## config.mk

```make
export PLATFORM = sky130hd
export DESIGN_NAME = dsm_gate_driver
export DESIGN_NICKNAME = d
export VERILOG_FILES = /design/src/rtl/dsm_pkg.sv /design/src/rtl/dsm_rate_gen.sv /design/src/rtl/dsm_loop.sv /design/src/rtl/dsm_gate_out.sv /design/src/rtl/dsm_gate_driver.sv
export SDC_FILE = /design/constraint.sdc
export NUM_CORES = 1
export LEC_CHECK = 0
export ABC_AREA = 1
export CAP_MARGIN = 20
export CORE_MARGIN = 10
export CORE_UTILIZATION = 52
export CTS_BUF_LIST = sky130_fd_sc_hd__clkbuf_4
export CTS_CLUSTER_DIAMETER = 80
export DETAILED_ROUTE_END_ITERATION = 8
export PLACE_DENSITY = 0.77
export SLEW_MARGIN = 20
export SYNTH_ARGS = -nofsm -noshare
export SYNTH_HDL_FRONTEND = slang
export SYNTH_HIERARCHICAL = 1
export SYNTH_SLANG_ARGS = --single-unit
```

## constraint.sdc

```tcl
create_clock -name clk -period 5.8 [get_ports clk]
set_clock_uncertainty 0.2 [all_clocks]
set_input_delay 0.58 -clock clk [delete_from_list [all_inputs] [get_ports clk]]
set_output_delay 0.58 -clock clk [all_outputs]
set_load 0.01 [all_outputs]
```

## src/rtl/dsm_pkg.sv

```systemverilog
package dsm_pkg;

    // Datapath width of reference, gain, feedback and accumulator.
    localparam int DW = 12;

    typedef logic signed [DW-1:0] sval_t;

    // Quantizer decision: run the bridge or park it.
    typedef enum logic {
        DEC_PARK = 1'b0,
        DEC_RUN  = 1'b1
    } dec_e;

    // Operands the loop uses in one period update.
    typedef struct packed {
        sval_t gain;
        sval_t refv;
    } loop_opnd_t;

    localparam sval_t S_ONE = sval_t'(1);

    // Limit the gain to 1..gmax.
    function automatic sval_t limit_gain(sval_t g, sval_t gmax);
        if (g < S_ONE) return S_ONE;
        if (g > gmax)  return gmax;
        return g;
    endfunction

    // Limit the reference to -g..+g (g is already positive).
    function automatic sval_t limit_ref(sval_t r, sval_t g);
        if (r > g)  return g;
        if (r < -g) return -g;
        return r;
    endfunction

endpackage

```

## src/rtl/dsm_rate_gen.sv

```systemverilog
module dsm_rate_gen #(
    parameter int DIV       = 150,
    parameter int PHASE_DLY = 3
) (
    input  logic clk,
    input  logic rst,
    output logic tick,
    output logic dphase
);
    localparam int CW   = (DIV > 1) ? $clog2(DIV) : 1;
    localparam int HALF = DIV / 2;
    localparam int STG  = PHASE_DLY - 1;

    logic [CW-1:0]  cnt;
    logic           sw_clk;
    logic [STG-1:0] dly;

    assign tick   = (cnt == CW'(DIV - 1));
    assign sw_clk = (cnt < CW'(HALF));

    always_ff @(posedge clk) begin
        if (rst) begin
            cnt <= '0;
        end else if (tick) begin
            cnt <= '0;
        end else begin
            cnt <= cnt + CW'(1);
        end
    end

    // Delay line for the switching square wave.
    always_ff @(posedge clk) begin
        if (rst) begin
            dly <= '0;
        end else begin
            dly[0] <= sw_clk;
            for (int i = 1; i < STG; i++) begin
                dly[i] <= dly[i-1];
            end
        end
    end

    assign dphase = dly[STG-1];

endmodule

```

## src/rtl/dsm_loop.sv

```systemverilog
module dsm_loop
    import dsm_pkg::*;
#(
    parameter int GMAX = 1023
) (
    input  logic  clk,
    input  logic  rst,
    input  logic  tick,
    input  sval_t ref_in,
    input  sval_t gain_in,
    output sval_t acc,
    output dec_e  dec
);
    localparam sval_t GLIM = sval_t'(GMAX);

    loop_opnd_t op;
    sval_t      fb;
    sval_t      delta;

    always_comb begin
        op.gain = limit_gain(gain_in, GLIM);
        op.refv = limit_ref(ref_in, op.gain);
        fb      = (dec == DEC_RUN) ? op.gain : -op.gain;
        delta   = op.refv - fb;
    end

    always_ff @(posedge clk) begin
        if (rst) begin
            acc <= '0;
        end else if (tick) begin
            acc <= acc + delta;
        end
    end

    assign dec = acc[DW-1] ? DEC_PARK : DEC_RUN;

endmodule

```

## src/rtl/dsm_gate_out.sv

```systemverilog
module dsm_gate_out
    import dsm_pkg::*;
(
    input  logic clk,
    input  logic rst,
    input  dec_e dec,
    input  logic dphase,
    output logic hs_gate,
    output logic ls_gate
);
    logic hs_next;

    assign hs_next = (dec == DEC_RUN) && dphase;

    always_ff @(posedge clk) begin
        if (rst) begin
            hs_gate <= 1'b0;
            ls_gate <= 1'b0;
        end else begin
            hs_gate <= hs_next;
            ls_gate <= !hs_next;
        end
    end

endmodule

```

## src/rtl/dsm_gate_driver.sv

```systemverilog
module dsm_gate_driver
    import dsm_pkg::*;
#(
    parameter int DIV       = 150,
    parameter int PHASE_DLY = 3,
    parameter int GMAX      = 1023
) (
    input  logic              clk,
    input  logic              rst,
    input  logic signed [DW-1:0] ref_in,
    input  logic signed [DW-1:0] gain_in,
    output logic              hs_gate,
    output logic              ls_gate,
    output logic              decision
);
    logic  tick;
    logic  dphase;
    sval_t acc;
    dec_e  dec;

    dsm_rate_gen #(
        .DIV       (DIV),
        .PHASE_DLY (PHASE_DLY)
    ) u_rate (
        .clk    (clk),
        .rst    (rst),
        .tick   (tick),
        .dphase (dphase)
    );

    dsm_loop #(
        .GMAX (GMAX)
    ) u_loop (
        .clk     (clk),
        .rst     (rst),
        .tick    (tick),
        .ref_in  (ref_in),
        .gain_in (gain_in),
        .acc     (acc),
        .dec     (dec)
    );

    dsm_gate_out u_gate (
        .clk     (clk),
        .rst     (rst),
        .dec     (dec),
        .dphase  (dphase),
        .hs_gate (hs_gate),
        .ls_gate (ls_gate)
    );

    assign decision = (dec == DEC_RUN);

endmodule

```

==> metrics.md <==
| Metric | Value |
|---|---|
| Chip width | `95.17 um` |
| TritonCTS buffer count | `3` |
| Max-cap viol count | `0` |
| Final Hold Violating Endpoints | `0` |
| Outcome | `completed` |
| Synthesized area | `2938 sq um` |
| Hpwl dp | `6069 um` |
| Share of layout cells above drive strength 1 | `27.20%` |
| Crit-path max cell delay | `0.46 ns` |
| H-tree Lvls | `1` |
| First DRT Iteration DRCs | `140` |
| Req. time, crit path | `5.83 ns` |
| Yosys warns | `6` |
| CP delay by family, top | `simple AND/OR/NAND/NOR gates` |
| Total power | `797.3 uW` |
| Fmax | `178.7 MHz` |
| Number of synthesized flops with an enable pin | `0` |
| Final Slew Violations | `0` |
| Final setup fails | `0` |
| WL per Instance | `13.39 um` |
| HP Class | `reg2reg` |
| Compound-Gate Fraction of Synth Area | `19.29%` |
| RSZ-0062 raised after global routing | `true` |
| Routability Congestion | `0.8635` |
| Async set-reset flop share out of synthesis | `0%` |
| Adder and majority gate portion of the synthesized area | `22.83%` |
| Total congestion overflow | `0` |
| Total track usage | `16.95%` |
| CTS tree | `done` |
| VDD IR max | `0.2365 mV` |
| NumNets Final | `596` |
| Clock slew at reported path FFs | `0.13 ns` |
| Kind of critical path | `in2reg` |
| Final setup margin | `0.2037 ns` |
| Number of fillers in the final layout | `415` |
| Crit-path slowest cell | `clkdlybuf4s50_1` |
| Critical path peak fanout | `8` |
| Root buffer cell | `clkbuf_4` |
| First-pass GRT wire length | `12,790 um` |
| Number of port buffers | `28` |
| Initial Utilization | `53.35%` |
| Core Area | `5507 sq um` |
| Fin crit period | `5.596 ns` |
| DR vias | `3,058` |
| # diodes | `0` |
| CP bufs+invs | `10` |
| CP Data Arrival Time | `5.62 ns` |
| Synth Area in Simple Gates | `26.11%` |
| Number of I/O pins | `29` |
| Crit start category | `input pin` |
| #FFs+latches synth | `24` |
| Avg Cell Area, Syn | `6.896 sq um` |
| Initial antenna violation count | `0` |
| Hold Slack | `0.2161 ns` |
| RR Endpoint | `u_loop/acc[10]$_SDFFE_PP0P_` |
| Post-route DRC | `0` |
| Leakage | `2.081 nW` |
| R2R cell count | `18` |
| Most common cell on crit path | `nand2_1` |
| R2r setup slk | `1.98 ns` |
| Worst skew pair latency | `0.33 ns` |
| Area Growth Syn to Fin | `37.86%` |
| Num rows | `27` |
| Synthesized instance count | `426` |
| Vias in the first global route | `2,895` |
| Layout Cells excl Fill | `594` |
| Routed WL | `7953 um` |
| Fin crit share | `96.49%` |
| Combinational family with the most area after synthesis | `simple AND/OR/NAND/NOR gates` |
| Synth Area in XOR/XNOR | `5.068%` |
| Power Dens Cells | `196.9 nW/um^2` |
| Synth Flop Type | `dfxtp_1` |
| Placed insts | `582` |
| CP Capture Type | `register` |
| R2r startpoint | `u_loop/acc[11]$_SDFFE_PP0P_` |
| Die Span Y | `95.17 um` |
| Synth cell types | `42` |
| # clock sinks | `24` |
| Worst-margin pin slew | `0.6583 ns` |
| Worst hold path depth | `2` |
| Post-CTS Hold Buffers | `0` |
| Worst relative slew slack | `55.98%` |
| Die area | `9056 sq um` |
| Hold Crit Endpoint | `u_rate/dly[1]$_SDFF_PP0_` |
| Max Root-Sink Buffers | `2` |
| Routed Antenna Nets | `0` |
| Multiplexer area fraction after synthesis | `0.3407%` |
| Via density | `5.148` |
| Post-synthesis sequential area ratio | `16.35%` |
| Hold_sp | `u_rate/dly[0]$_SDFF_PP0_` |
| Pre-CTS WS | `-0.3346 ns` |
| First-pass DRT Iterations | `4` |
| Largest net degree at the start of global routing | `18` |
cells in the mapped netlist, types with 2 or more instances:
master    number  area share, %
clkbuf_1       4           0.51
o21ai_2        3           0.89
o21ai_0       29            4.9
inv_1         59            7.5
ha_1          36             15
nand3_2        4            1.4
a21o_1         4            1.0
dfxtp_1       24             16
nand4_1        3           0.64
xor2_1        12            3.6
nand2_1       82             10
conb_1         2           0.26
nand2_4        3            1.1
nor2_2         8            1.7
a211oi_1       3           0.77
nand2_2        4           0.85
a31oi_1        2           0.43
nand3_1       12            2.0
inv_2          8            1.0
nor3_1         3           0.51
o211ai_1       3           0.77
a21oi_2        3           0.89
o211ai_2       4            1.7
xnor2_1        5            1.5
nor2_1        44            5.6
a21oi_1       26            4.4
o21ai_1       11            1.9
fa_1          11            7.5
cells by family (layout without fill, tap and decap cells):
logic type,count (synthesis),after routing
other,2,3
DFF,24,24
buffers and inverters,74,169
xor gates and xnor gates,17,17
muxes,1,1
AOI/OAI and AO/OA,93,93
adders and majority gates,47,47
and+or+nand+nor,168,168
flip-flops by register name (all words and copies together) (netlist names):
register and count:
u_loop/acc 12, u_rate/cnt 8, u_rate/dly 2, u_gate/hs_gate 1
u_gate/ls_gate 1
how the worst max path moves through the flow:
stage | startpoint | end | slack (ns) | cells past startpoint
2_1_floorplan | gain_in[3] | u_loop/acc[10]$_SDFFE_PP0P_ | 0.28 | 42
3_3_place_gp | gain_in[11] | u_loop/acc[10]$_SDFFE_PP0P_ | -0.17 | 42
3_5_place_dp | gain_in[9] | u_loop/acc[10]$_SDFFE_PP0P_ | -0.33 | 42
4_1_cts | gain_in[9] | u_loop/acc[10]$_SDFFE_PP0P_ | 0.009 | 42
5_1_grt | gain_in[1] | u_loop/acc[10]$_SDFFE_PP0P_ | -0.12 | 46
6_report | gain_in[1] | u_loop/acc[10]$_SDFFE_PP0P_ | 0.20 | 46
per-stage QoR:
| stage | setup TNS, ns | instance area [sq um] | util (%) |
|---|---|---|---|
| CTS | 0 | 3826 | 69.48 |
| global placement | -0.3259 | 3751 | 68.12 |
| floorplan | 0 | 2942 | - |
| finish | 0 | 4050 | 73.55 |
| global route | -0.1701 | 4050 | 73.55 |
| detailed placement | -0.8848 | 3751 | 68.12 |
per-layer routing:
metal	wire (um)	part of all wire, %	global-route usage [%]
met1	3610	45	21.06
met2	3833	48	29.49
met3	357	4.5	2.121
met4	152	1.9	5.611
met5	0	0	0
layout make-up:
| cell class | instances | area (sq um) | share of cell area (%) |
|---|---|---|---|
| multi-input combinational | 329 | 2337 | 57.71 |
| sequential | 24 | 480.5 | 11.86 |
| timing repair buffer | 97 | 834.6 | 20.61 |
| clock inverter | 1 | 30.03 | 0.7414 |
| clock buffer | 3 | 22.52 | 0.5561 |
| tap | 72 | 90.09 | 2.224 |
| inverter | 68 | 255.2 | 6.302 |
power by group:
part	leakage (nW)	switching [mW]	internal [mW]
combinational	1.86	0.255	0.251
clock	0.0279	0.0505	0.0700
sequential	0.195	0.00263	0.168
what timing repair did:
action	CTS	global route
gates resized for setup	4	43
endpoints found under the setup margin	1	5
buffers inserted	1	7
pin swaps	1	31
worst min-delay path: stages, from the launching register on:
cell and delay [ns]:
dfxtp_1 0.32, inv_1 0.04, nor2_1 0.03
layout by cell type (no fill, tap or decap), types with 3 or more instances in the layout:
| cell type | synthesis | final |
|---|---|---|
| nand2_2 | 4 | 8 |
| xnor2_1 | 5 | 5 |
| clkbuf_4 | 0 | 3 |
| o21ai_2 | 3 | 5 |
| o21ai_1 | 11 | 14 |
| xor2_2 | 0 | 3 |
| clkdlybuf4s50_1 | 0 | 20 |
| dlymetal6s2s_1 | 0 | 8 |
| nand2_1 | 82 | 78 |
| xor2_1 | 12 | 9 |
| o21ai_0 | 29 | 24 |
| ha_4 | 0 | 4 |
| dfxtp_1 | 24 | 24 |
| conb_1 | 2 | 3 |
| ha_1 | 36 | 31 |
| nor2_4 | 1 | 3 |
| nand3_1 | 12 | 10 |
| inv_1 | 59 | 57 |
| a21o_1 | 4 | 4 |
| nand3_2 | 4 | 5 |
| nand2_4 | 3 | 3 |
| a21oi_2 | 3 | 6 |
| o211ai_1 | 3 | 3 |
| nor2_1 | 44 | 41 |
| o211ai_2 | 4 | 4 |
| nand4_1 | 3 | 3 |
| inv_2 | 8 | 10 |
| buf_4 | 0 | 67 |
| nor2_2 | 8 | 9 |
| fa_1 | 11 | 10 |
| a21oi_1 | 26 | 22 |
Power figures use the tool's default switching activity.
